## src/rtl/gpev_pkg.sv

```systemverilog
package gpev_pkg;
  localparam int ADDR_W = 8;
  localparam int NTYPES = 6;
  localparam int NLINES = 3;

  // detect type index into the enable array
  localparam int T_RISE  = 0;
  localparam int T_FALL  = 1;
  localparam int T_HIGH  = 2;
  localparam int T_LOW   = 3;
  localparam int T_ARISE = 4;
  localparam int T_AFALL = 5;

  localparam logic [ADDR_W-1:0] STAT_BASE = 8'h40;

  // enable blocks sit 12 bytes apart starting at 0x4C, in type order
  function automatic logic [ADDR_W-1:0] en_base(input int t);
    return 8'h4C + 8'(12 * t);
  endfunction
endpackage

```

## src/rtl/gpev_regs.sv

```systemverilog
module gpev_regs
  import gpev_pkg::*;
#(
  parameter int NPINS = 54
) (
  input  logic                                     clk,
  input  logic                                     rst_n,
  input  logic                                     bus_wr,
  input  logic [ADDR_W-1:0]                        bus_addr,
  input  logic [31:0]                              bus_wdata,
  output logic [NTYPES-1:0][((NPINS+31)/32)*32-1:0] en_q
);
  localparam int NWORDS = (NPINS + 31) / 32;
  localparam int PADW   = NWORDS * 32;

  function automatic logic [PADW-1:0] valid_mask();
    logic [PADW-1:0] m;
    for (int i = 0; i < PADW; i++) m[i] = (i < NPINS);
    return m;
  endfunction
  localparam logic [PADW-1:0] VALID = valid_mask();

  for (genvar t = 0; t < NTYPES; t++) begin : g_type
    for (genvar w = 0; w < NWORDS; w++) begin : g_word
      localparam logic [ADDR_W-1:0] ADDR = en_base(t) + ADDR_W'(4 * w);
      always_ff @(posedge clk or negedge rst_n) begin
        if (!rst_n)
          en_q[t][w*32 +: 32] <= '0;
        else if (bus_wr && bus_addr == ADDR)
          en_q[t][w*32 +: 32] <= bus_wdata & VALID[w*32 +: 32];
      end
    end
  end
endmodule

```

## src/rtl/gpev_detect.sv

```systemverilog
module gpev_detect
  import gpev_pkg::*;
#(
  parameter int NPINS = 54
) (
  input  logic                         clk,
  input  logic                         rst_n,
  input  logic [NPINS-1:0]             pin_sync,
  input  logic [NPINS-1:0]             pin_raw,
  input  logic [NTYPES-1:0][NPINS-1:0] en,
  output logic [NPINS-1:0]             set_vec
);
  logic [NPINS-1:0] sync_prev, raw_prev;

  always_ff @(posedge clk or negedge rst_n) begin
    if (!rst_n) begin
      sync_prev <= '0;
      raw_prev  <= '0;
    end else begin
      sync_prev <= pin_sync;
      raw_prev  <= pin_raw;   // single unsynchronized sample for raw edges
    end
  end

  always_comb begin
    set_vec = (en[T_RISE]  &  pin_sync & ~sync_prev)
            | (en[T_FALL]  & ~pin_sync &  sync_prev)
            | (en[T_HIGH]  &  pin_sync)
            | (en[T_LOW]   & ~pin_sync)
            | (en[T_ARISE] &  pin_raw  & ~raw_prev)
            | (en[T_AFALL] & ~pin_raw  &  raw_prev);
  end
endmodule

```

## src/rtl/gpev_status.sv

```systemverilog
module gpev_status
  import gpev_pkg::*;
#(
  parameter int NPINS   = 54,
  parameter int SPLIT_A = 28,
  parameter int SPLIT_B = 46
) (
  input  logic              clk,
  input  logic              rst_n,
  input  logic [NPINS-1:0]  set_vec,
  input  logic [NPINS-1:0]  clr_vec,
  output logic [NPINS-1:0]  status_q,
  output logic [NLINES-1:0] irq_o
);
  // set has priority over a same-cycle clear
  always_ff @(posedge clk or negedge rst_n) begin
    if (!rst_n) status_q <= '0;
    else        status_q <= (status_q & ~clr_vec) | set_vec;
  end

  for (genvar k = 0; k < NLINES; k++) begin : g_line
    localparam int LO = (k == 0) ? 0 : ((k == 1) ? SPLIT_A : SPLIT_B);
    localparam int HI = (k == 0) ? SPLIT_A : ((k == 1) ? SPLIT_B : NPINS);
    assign irq_o[k] = |status_q[HI-1:LO];
  end
endmodule

```

## src/rtl/gpev_unit.sv

```systemverilog
module gpev_unit
  import gpev_pkg::*;
#(
  parameter int NPINS   = 54,
  parameter int SPLIT_A = 28,
  parameter int SPLIT_B = 46
) (
  input  logic              clk,
  input  logic              rst_n,
  input  logic              bus_wr,
  input  logic [7:0]        bus_addr,
  input  logic [31:0]       bus_wdata,
  output logic [31:0]       bus_rdata,
  input  logic [NPINS-1:0]  pin_sync,
  input  logic [NPINS-1:0]  pin_raw,
  output logic [2:0]        irq_o
);
  localparam int NWORDS = (NPINS + 31) / 32;
  localparam int PADW   = NWORDS * 32;

  logic [NTYPES-1:0][PADW-1:0]  en_q;
  logic [NTYPES-1:0][NPINS-1:0] en_vec;
  logic [NWORDS-1:0]            stat_wr;
  logic [NPINS-1:0]             clr_vec, set_vec, status_q;
  logic [PADW-1:0]              stat_pad;

  gpev_regs #(.NPINS(NPINS)) u_regs (
    .clk(clk), .rst_n(rst_n), .bus_wr(bus_wr), .bus_addr(bus_addr),
    .bus_wdata(bus_wdata), .en_q(en_q)
  );

  for (genvar t = 0; t < NTYPES; t++) begin : g_en
    assign en_vec[t] = en_q[t][NPINS-1:0];
  end

  for (genvar w = 0; w < NWORDS; w++) begin : g_sw
    assign stat_wr[w] = bus_wr && (bus_addr == STAT_BASE + ADDR_W'(4 * w));
  end

  for (genvar i = 0; i < NPINS; i++) begin : g_clr
    assign clr_vec[i] = stat_wr[i/32] & bus_wdata[i%32];
  end

  gpev_detect #(.NPINS(NPINS)) u_detect (
    .clk(clk), .rst_n(rst_n), .pin_sync(pin_sync), .pin_raw(pin_raw),
    .en(en_vec), .set_vec(set_vec)
  );

  gpev_status #(.NPINS(NPINS), .SPLIT_A(SPLIT_A), .SPLIT_B(SPLIT_B)) u_status (
    .clk(clk), .rst_n(rst_n), .set_vec(set_vec), .clr_vec(clr_vec),
    .status_q(status_q), .irq_o(irq_o)
  );

  always_comb begin
    stat_pad = '0;
    stat_pad[NPINS-1:0] = status_q;
  end

  always_comb begin
    bus_rdata = '0;
    for (int w = 0; w < NWORDS; w++) begin
      if (bus_addr == STAT_BASE + ADDR_W'(4 * w)) bus_rdata = stat_pad[w*32 +: 32];
      for (int t = 0; t < NTYPES; t++)
        if (bus_addr == en_base(t) + ADDR_W'(4 * w)) bus_rdata = en_q[t][w*32 +: 32];
    end
  end
endmodule

```

## config.mk

```make
export PLATFORM = sky130hd
export DESIGN_NAME = gpev_unit
export DESIGN_NICKNAME = d
export VERILOG_FILES = /design/src/rtl/gpev_pkg.sv /design/src/rtl/gpev_regs.sv /design/src/rtl/gpev_detect.sv /design/src/rtl/gpev_status.sv /design/src/rtl/gpev_unit.sv
export SDC_FILE = /design/constraint.sdc
export NUM_CORES = 1
export LEC_CHECK = 0
export BUFFER_PORTS_ARGS = -buffer_cell sky130_fd_sc_hd__clkbuf_2
export CAP_MARGIN = 40
export CORE_AREA = 2 2 157 274
export CTS_BUF_LIST = sky130_fd_sc_hd__clkbuf_2 sky130_fd_sc_hd__clkbuf_4 sky130_fd_sc_hd__clkbuf_8
export CTS_CLUSTER_DIAMETER = 30
export CTS_CLUSTER_SIZE = 8
export DETAILED_ROUTE_END_ITERATION = 10
export DIE_AREA = 0 0 159 276
export GPL_ROUTABILITY_DRIVEN = 0
export PLACE_DENSITY = 0.73
export SLEW_MARGIN = 20
export SYNTH_ARGS = -nofsm -noshare
export SYNTH_HDL_FRONTEND = slang
export SYNTH_SLANG_ARGS = --single-unit
```

## constraint.sdc

```tcl
create_clock -name clk -period 6.3 [get_ports clk]
set_input_delay 1.89 -clock clk [delete_from_list [all_inputs] [get_ports clk]]
set_output_delay 1.89 -clock clk [all_outputs]
set_load 0.05 [all_outputs]
```

# After elaboration in Yosys (flattened, before gate mapping)
# Index checks and enable logic that the tools add are counted.
totals:
  register_bits: 486
  input_bits: 151
  output_inout_bits: 35
op_classes:
  eq_ne: 14
  muxes: 14
  bitwise_logic: 76
  n_reduce_logical: 17
op_table:
  columns: ["operator", "n"]
  rows:
  - ["AND 54 bit", 11]
  - ["2-to-1 mux 32 bit", 14]
  - ["bitwise OR 54 bit", 6]
  - ["NOT 54 bit", 5]
  - ["== test 8 x 7 -> 1 bit (second input constant)", 11]
  - ["AND 1 bit", 54]
  - ["OR reduction 28 bit", 1]
  - ["== test 8 bit (second input constant)", 3]
  - ["OR reduction 18 bit", 1]
  - ["logical AND 1 bit", 14]
  - ["OR reduction 8 bit", 1]

# Depth between registers and ports, before layout
logic_depth:
  word_depth: 15
  ltp_mapped: 10

# Hierarchy
# A second synthesis with hierarchy kept.
unflattened:
  cells_unflattened: 2207
  hier_area_um2: 24741.2
by_module_without_submodules:
  columns: ["mod", "instances", "cells_per_inst", "area_each_um2", "seq_area_each_um2"]
  rows:
  - ["gpev_regs", 1, 785, 12723.5, 8107.8]
  - ["gpev_detect", 1, 486, 5270.1, 2702.6]
  - ["gpev_unit", 1, 756, 4673.2, 0.0]
  - ["gpev_status", 1, 180, 2074.5, 1351.3]

# Worst setup path before layout
# No wires, ideal clock.
synth_path:
  path_type: "in2out"
  start: "input bus_addr[5]"
  end: "output bus_rdata[17]"
  arrival_time_ns: 4.492
  path_slack_ns: -0.082
  cell_stages: 9
  n_path_buf: 3
  path_cell_list: "buf_2 -> or3b_1 -> buf_2 -> or3_1 -> buf_6 -> a2bb2oi_1 -> nor2_1 -> nor4_1 -> o31ai_1"
synth_between:
  elab_chain_len: 15
  word_cells_on_any_way: 28
  cone_classes: "14 x eq/ne; 14 x mux"
synth_lines:
  columns: ["item", "line", "rtl"]
  rows:
  - ["from (decl)", "gpev_unit.sv:11", "input logic [7:0] bus_addr,"]
  - ["== test 8 x 7 -> 1 bit", "gpev_unit.sv:62", "if (bus_addr == STAT_BASE + ADDR_W'(4 * w)) bus_rdata = stat_pad[w*32 +: 32];"]
  - ["2-to-1 mux 32 bit", "gpev_unit.sv:62", null]
  - ["2-to-1 mux 32 bit (6 in a row)", "gpev_unit.sv:64", "if (bus_addr == en_base(t) + ADDR_W'(4 * w)) bus_rdata = en_q[t][w*32 +: 32];"]
  - ["2-to-1 mux 32 bit", "gpev_unit.sv:62", null]
  - ["2-to-1 mux 32 bit (5 in a row)", "gpev_unit.sv:64", null]
  - ["2-to-1 mux 32 bit (*)", "gpev_unit.sv:64", null]
  - ["to (decl)", "gpev_unit.sv:13", "output logic [31:0] bus_rdata,"]
# Every way passes the cells marked *; elsewhere a longest branch is shown, timed or not.

# Final worst setup path
layout_path:
  start: "input bus_addr[4]"
  end: "output bus_rdata[14]"
# Same word-level chain as after synthesis.

==> metrics.txt <==
# TYPE chip_impl_metric gauge
chip_impl_metric{name="setup_viol",unit=""} 0
chip_impl_metric{name="first_pass_iters",unit=""} 6
chip_impl_metric{name="drc",unit=""} 0
chip_impl_metric{name="synth-edff-count",unit=""} 0
chip_impl_metric{name="met3WireLength",unit="um"} 6410
chip_impl_metric{name="final_min_period_over_clock_period",unit="%"} 98.4
chip_impl_info{name="clock_tree.root_cell",value="sky130_fd_sc_hd__clkbuf_8"} 1
chip_impl_metric{name="ratio_of_cells_with_drive_above_1_in_the_final_layout",unit="%"} 32.2
chip_impl_metric{name="io-pin-count",unit=""} 186
chip_impl_metric{name="wire_per_inst",unit="um"} 25.9
chip_impl_metric{name="drt-initial-drc-count",unit=""} 2005
chip_impl_metric{name="route.vias.total",unit=""} 18600
chip_impl_metric{name="synth_sequential_area_ratio",unit="%"} 53.7
chip_impl_metric{name="grt_first_pass_wirelength",unit="um"} 113000
chip_impl_metric{name="crit_path_max_fanout",unit=""} 20
chip_impl_metric{name="fmax",unit="MHz"} 161
chip_impl_metric{name="cts_resized",unit=""} 0
chip_impl_metric{name="ff2ff_setup_slack",unit="ns"} 5.21
chip_impl_metric{name="grt_overflow",unit=""} 0
chip_impl_metric{name="max_rail_drop_vdd",unit="V"} 0.000211
chip_impl_metric{name="clk_latency",unit="ns"} 0.65
chip_impl_metric{name="yosys_warnings",unit=""} 0
chip_impl_metric{name="critical_path_arrival",unit="ns"} 4.31
chip_impl_metric{name="grt_start_max_net_pins",unit=""} 139
chip_impl_metric{name="avgViaCountPerCell",unit=""} 6.49
chip_impl_info{name="hold_path.class",value="register to register"} 1
chip_impl_metric{name="share_of_synthesized_registers_carrying_an_async_set_or_reset",unit="%"} 100
chip_impl_metric{name="p_int",unit="mW"} 5.06
chip_impl_metric{name="cts.sinks",unit=""} 486
chip_impl_info{name="endpoint_kind",value="output port"} 1
chip_impl_metric{name="cts_hold_buffers",unit=""} 0
chip_impl_metric{name="worst_slew_margin_rel",unit="%"} 40.4
chip_impl_metric{name="globalRouteTotalUtil",unit="%"} 33.6
chip_impl_metric{name="worst_setup_hold_path_clk_slew",unit="ns"} 0.06
chip_impl_metric{name="leakagePower",unit="nW"} 12.1
chip_impl_info{name="ys_dominant_reg_cell",value="sky130_fd_sc_hd__dfrtp_1"} 1
chip_impl_metric{name="clock_group_share_of_total_power",unit="%"} 42.8
chip_impl_info{name="critical_path.reg2reg.startpoint",value="u_regs.en_q[232]"} 1
chip_impl_metric{name="synthToLayoutAreaGrowth",unit="%"} 17.0
chip_impl_metric{name="max-clock-path-buffers",unit=""} 3
chip_impl_metric{name="hold_viol",unit=""} 0
chip_impl_metric{name="synth_seq_cells",unit=""} 486
chip_impl_metric{name="r2r.worst_path.cells",unit=""} 3
chip_impl_metric{name="die_h",unit="um"} 276
chip_impl_metric{name="cts-htree-levels",unit=""} 3
chip_impl_metric{name="worstMarginPinSlew",unit="ns"} 0.890
chip_impl_info{name="rsz0062_at_grt",value="no"} 1
chip_impl_metric{name="met1Wirelength",unit="um"} 25300
chip_impl_metric{name="antenna_found_initial",unit=""} 5
chip_impl_metric{name="fin_setup_tns",unit="ns"} 0
chip_impl_metric{name="hpwlAfterDp",unit="um"} 50700
chip_impl_metric{name="final_antenna_net_count",unit=""} 0
chip_impl_metric{name="floorplan.die_area",unit="mm2"} 0.0439
chip_impl_metric{name="met2_length",unit="um"} 36500
chip_impl_metric{name="drv_slew",unit=""} 0
chip_impl_info{name="tritoncts_clock_tree",value="built"} 1
chip_impl_metric{name="syn_avg_cell_area",unit="um2"} 11.1
chip_impl_metric{name="final.fill_count",unit=""} 3349
chip_impl_metric{name="postCtsSetupRepairBufs",unit=""} 0
chip_impl_metric{name="power_frac_seq",unit="%"} 49.8
chip_impl_metric{name="pwr-share-comb",unit="%"} 7.5
chip_impl_metric{name="port_buffers",unit=""} 185
chip_impl_info{name="outcome",value="complete, no violations"} 1
chip_impl_metric{name="layout.nets",unit=""} 2410
chip_impl_info{name="worstReg2RegEnd",value="u_status.status_q[40]"} 1
chip_impl_info{name="worst-setup-path-type",value="primary input to output port"} 1
chip_impl_metric{name="count_of_unique_library_cells_instantiated_by_yosys",unit=""} 68
chip_impl_metric{name="post_synth_instance_area",unit="mm2"} 0.0227
chip_impl_info{name="routed.top_layer",value="met5"} 1
chip_impl_metric{name="numCtsBuffers",unit=""} 83
chip_impl_metric{name="finalClockSkew",unit="ns"} 0.0318
chip_impl_metric{name="whs_path_depth",unit=""} 1
chip_impl_info{name="timing.hold.worst.start",value="u_status.status_q[20]"} 1
chip_impl_metric{name="initial_utilization",unit="%"} 54.4
chip_impl_metric{name="final_core_util",unit="%"} 63.7
chip_impl_metric{name="timing.final.crit_period",unit="ns"} 6.20
chip_impl_metric{name="p_per_area",unit="mW/mm2"} 256
chip_impl_metric{name="chipWidth",unit="um"} 159
chip_impl_metric{name="critical_path_required",unit="ns"} 4.41
chip_impl_metric{name="fp-row-count",unit=""} 99
chip_impl_metric{name="power.switching_fraction",unit="%"} 25.3
chip_impl_metric{name="synthesis.nets",unit=""} 2193
chip_impl_metric{name="grt_pass1_vias",unit=""} 19700
chip_impl_metric{name="drv.max_cap_violation_count",unit=""} 0
chip_impl_metric{name="postRouteWirelength",unit="um"} 74100
chip_impl_info{name="hold-path-endpoint",value="u_status.status_q[20]"} 1
chip_impl_metric{name="switching_power",unit="mW"} 1.72
chip_impl_info{name="critPathLaunchType",value="primary input"} 1
chip_impl_metric{name="post_synthesis_cell_count",unit=""} 2042
chip_impl_metric{name="coreArea",unit="mm2"} 0.0416
## cells in the final DEF (no fill, tap or decap), types with 30 or more instances in the layout
master	netlist	layout
sky130_fd_sc_hd__dfrtp_1	486	486
sky130_fd_sc_hd__mux2_2	319	319
sky130_fd_sc_hd__nand2_1	221	215
sky130_fd_sc_hd__a21oi_1	190	190
sky130_fd_sc_hd__clkbuf_2	1	168
sky130_fd_sc_hd__clkbuf_8	0	92
sky130_fd_sc_hd__nor2_1	88	88
sky130_fd_sc_hd__o22ai_1	72	72
sky130_fd_sc_hd__a211oi_1	65	65
sky130_fd_sc_hd__o21ai_0	62	62
sky130_fd_sc_hd__buf_4	1	62
sky130_fd_sc_hd__a211o_1	56	56
sky130_fd_sc_hd__inv_1	55	55
sky130_fd_sc_hd__a22oi_1	45	45
sky130_fd_sc_hd__buf_12	0	30
## worst max-delay path by stage
stage / end / slack [ns] / from
after floorplan: bus_rdata[21] / 0.02 / bus_addr[4]
after global placement: bus_rdata[14] / 0.23 / bus_addr[4]
after detailed placement: bus_rdata[14] / 0.21 / bus_addr[4]
after CTS: bus_rdata[14] / 0.20 / bus_addr[4]
after global routing: bus_rdata[14] / 0.006 / bus_addr[4]
final: bus_rdata[14] / 0.1 / bus_addr[4]
## cell type report
cell class / count / area [um2] / area share (%)
clock inverters: 26 / 290 / 1.10
multi-input cells: 1367 / 9770 / 36.9
repair buffers: 266 / 2030 / 7.67
inverters: 55 / 206 / 0.779
diodes: 3 / 7.51 / 0.0283
flip-flops and latches: 486 / 12200 / 45.9
clock buffers: 102 / 1340 / 5.06
well taps: 555 / 694 / 2.62
## synthesized netlist by cell type (26+ instances only)
library cell / n / area, um2
sky130_fd_sc_hd__a211o_1: 56 / 490
sky130_fd_sc_hd__a211oi_1: 65 / 488
sky130_fd_sc_hd__a21oi_1: 190 / 951
sky130_fd_sc_hd__a221oi_1: 26 / 228
sky130_fd_sc_hd__a22oi_1: 45 / 338
sky130_fd_sc_hd__buf_2: 38 / 190
sky130_fd_sc_hd__clkbuf_1: 77 / 289
sky130_fd_sc_hd__dfrtp_1: 486 / 12200
sky130_fd_sc_hd__inv_1: 55 / 206
sky130_fd_sc_hd__mux2_2: 319 / 3590
sky130_fd_sc_hd__nand2_1: 221 / 830
sky130_fd_sc_hd__nor2_1: 88 / 330
sky130_fd_sc_hd__o21ai_0: 62 / 310
sky130_fd_sc_hd__o22ai_1: 72 / 450
## power groups by stage
stage	Clock, mW	Sequential, mW	Combinational [mW]
2_1_floorplan	0	3.38	0.262
3_3_place_gp	0	3.42	0.483
3_5_place_dp	0	3.42	0.500
4_1_cts	2.93	3.37	0.502
5_1_grt	3.08	3.38	0.551
6_report	2.90	3.37	0.505
## layer usage
| layer | vias to the layer above | GRT usage [%] |
|---|---|---|
| li1 | 7986 | - |
| met1 | 9179 | 38.0 |
| met2 | 1058 | 56.4 |
| met3 | 347 | 6.95 |
| met4 | 2 | 24.2 |
| met5 | - | 0 |
## worst max-delay path, stage by stage
cell                       delay [ns]
sky130_fd_sc_hd__clkbuf_2        0.26
sky130_fd_sc_hd__or4b_1          0.68
sky130_fd_sc_hd__buf_4           0.32
sky130_fd_sc_hd__a21oi_1         0.17
sky130_fd_sc_hd__a21oi_1         0.08
sky130_fd_sc_hd__a211o_1         0.29
sky130_fd_sc_hd__a21oi_2         0.26
sky130_fd_sc_hd__clkbuf_2        0.34
## registers in the layout (all words and copies together) (netlist names)
signal,flops
u_detect.raw_prev,54
u_regs.en_q,324
u_detect.sync_prev,54
u_status.status_q,54
## stage by stage
stage / instances / total power, mW / setup slack (ns) / cell area, um2 / hold WS (ns)
after floorplan: 2042 / 3.65 / 0.0152 / 22700 / 0.467
after CTS: 2855 / 6.80 / 0.202 / 26500 / 0.525
after global placement: 2722 / 3.90 / 0.235 / 24700 / 0.501
after detailed placement: 2727 / 3.92 / 0.211 / 24800 / 0.512
final: 2860 / 6.78 / 0.0980 / 26500 / 0.529
after global routing: 2860 / 7.02 / 0.00582 / 26500 / 0.542
## cell families after synthesis
family                 count (synthesis)  synth area share (%)
buffers and inverters                189                  3.46
flip-flops                           486                  53.7
AO/OA/AOI/OAI                        619                  18.1
AND/OR/NAND/NOR                      420                  8.51
multiplexers                         328                  16.3
Note: power is estimated with default switching activity, not from simulation.
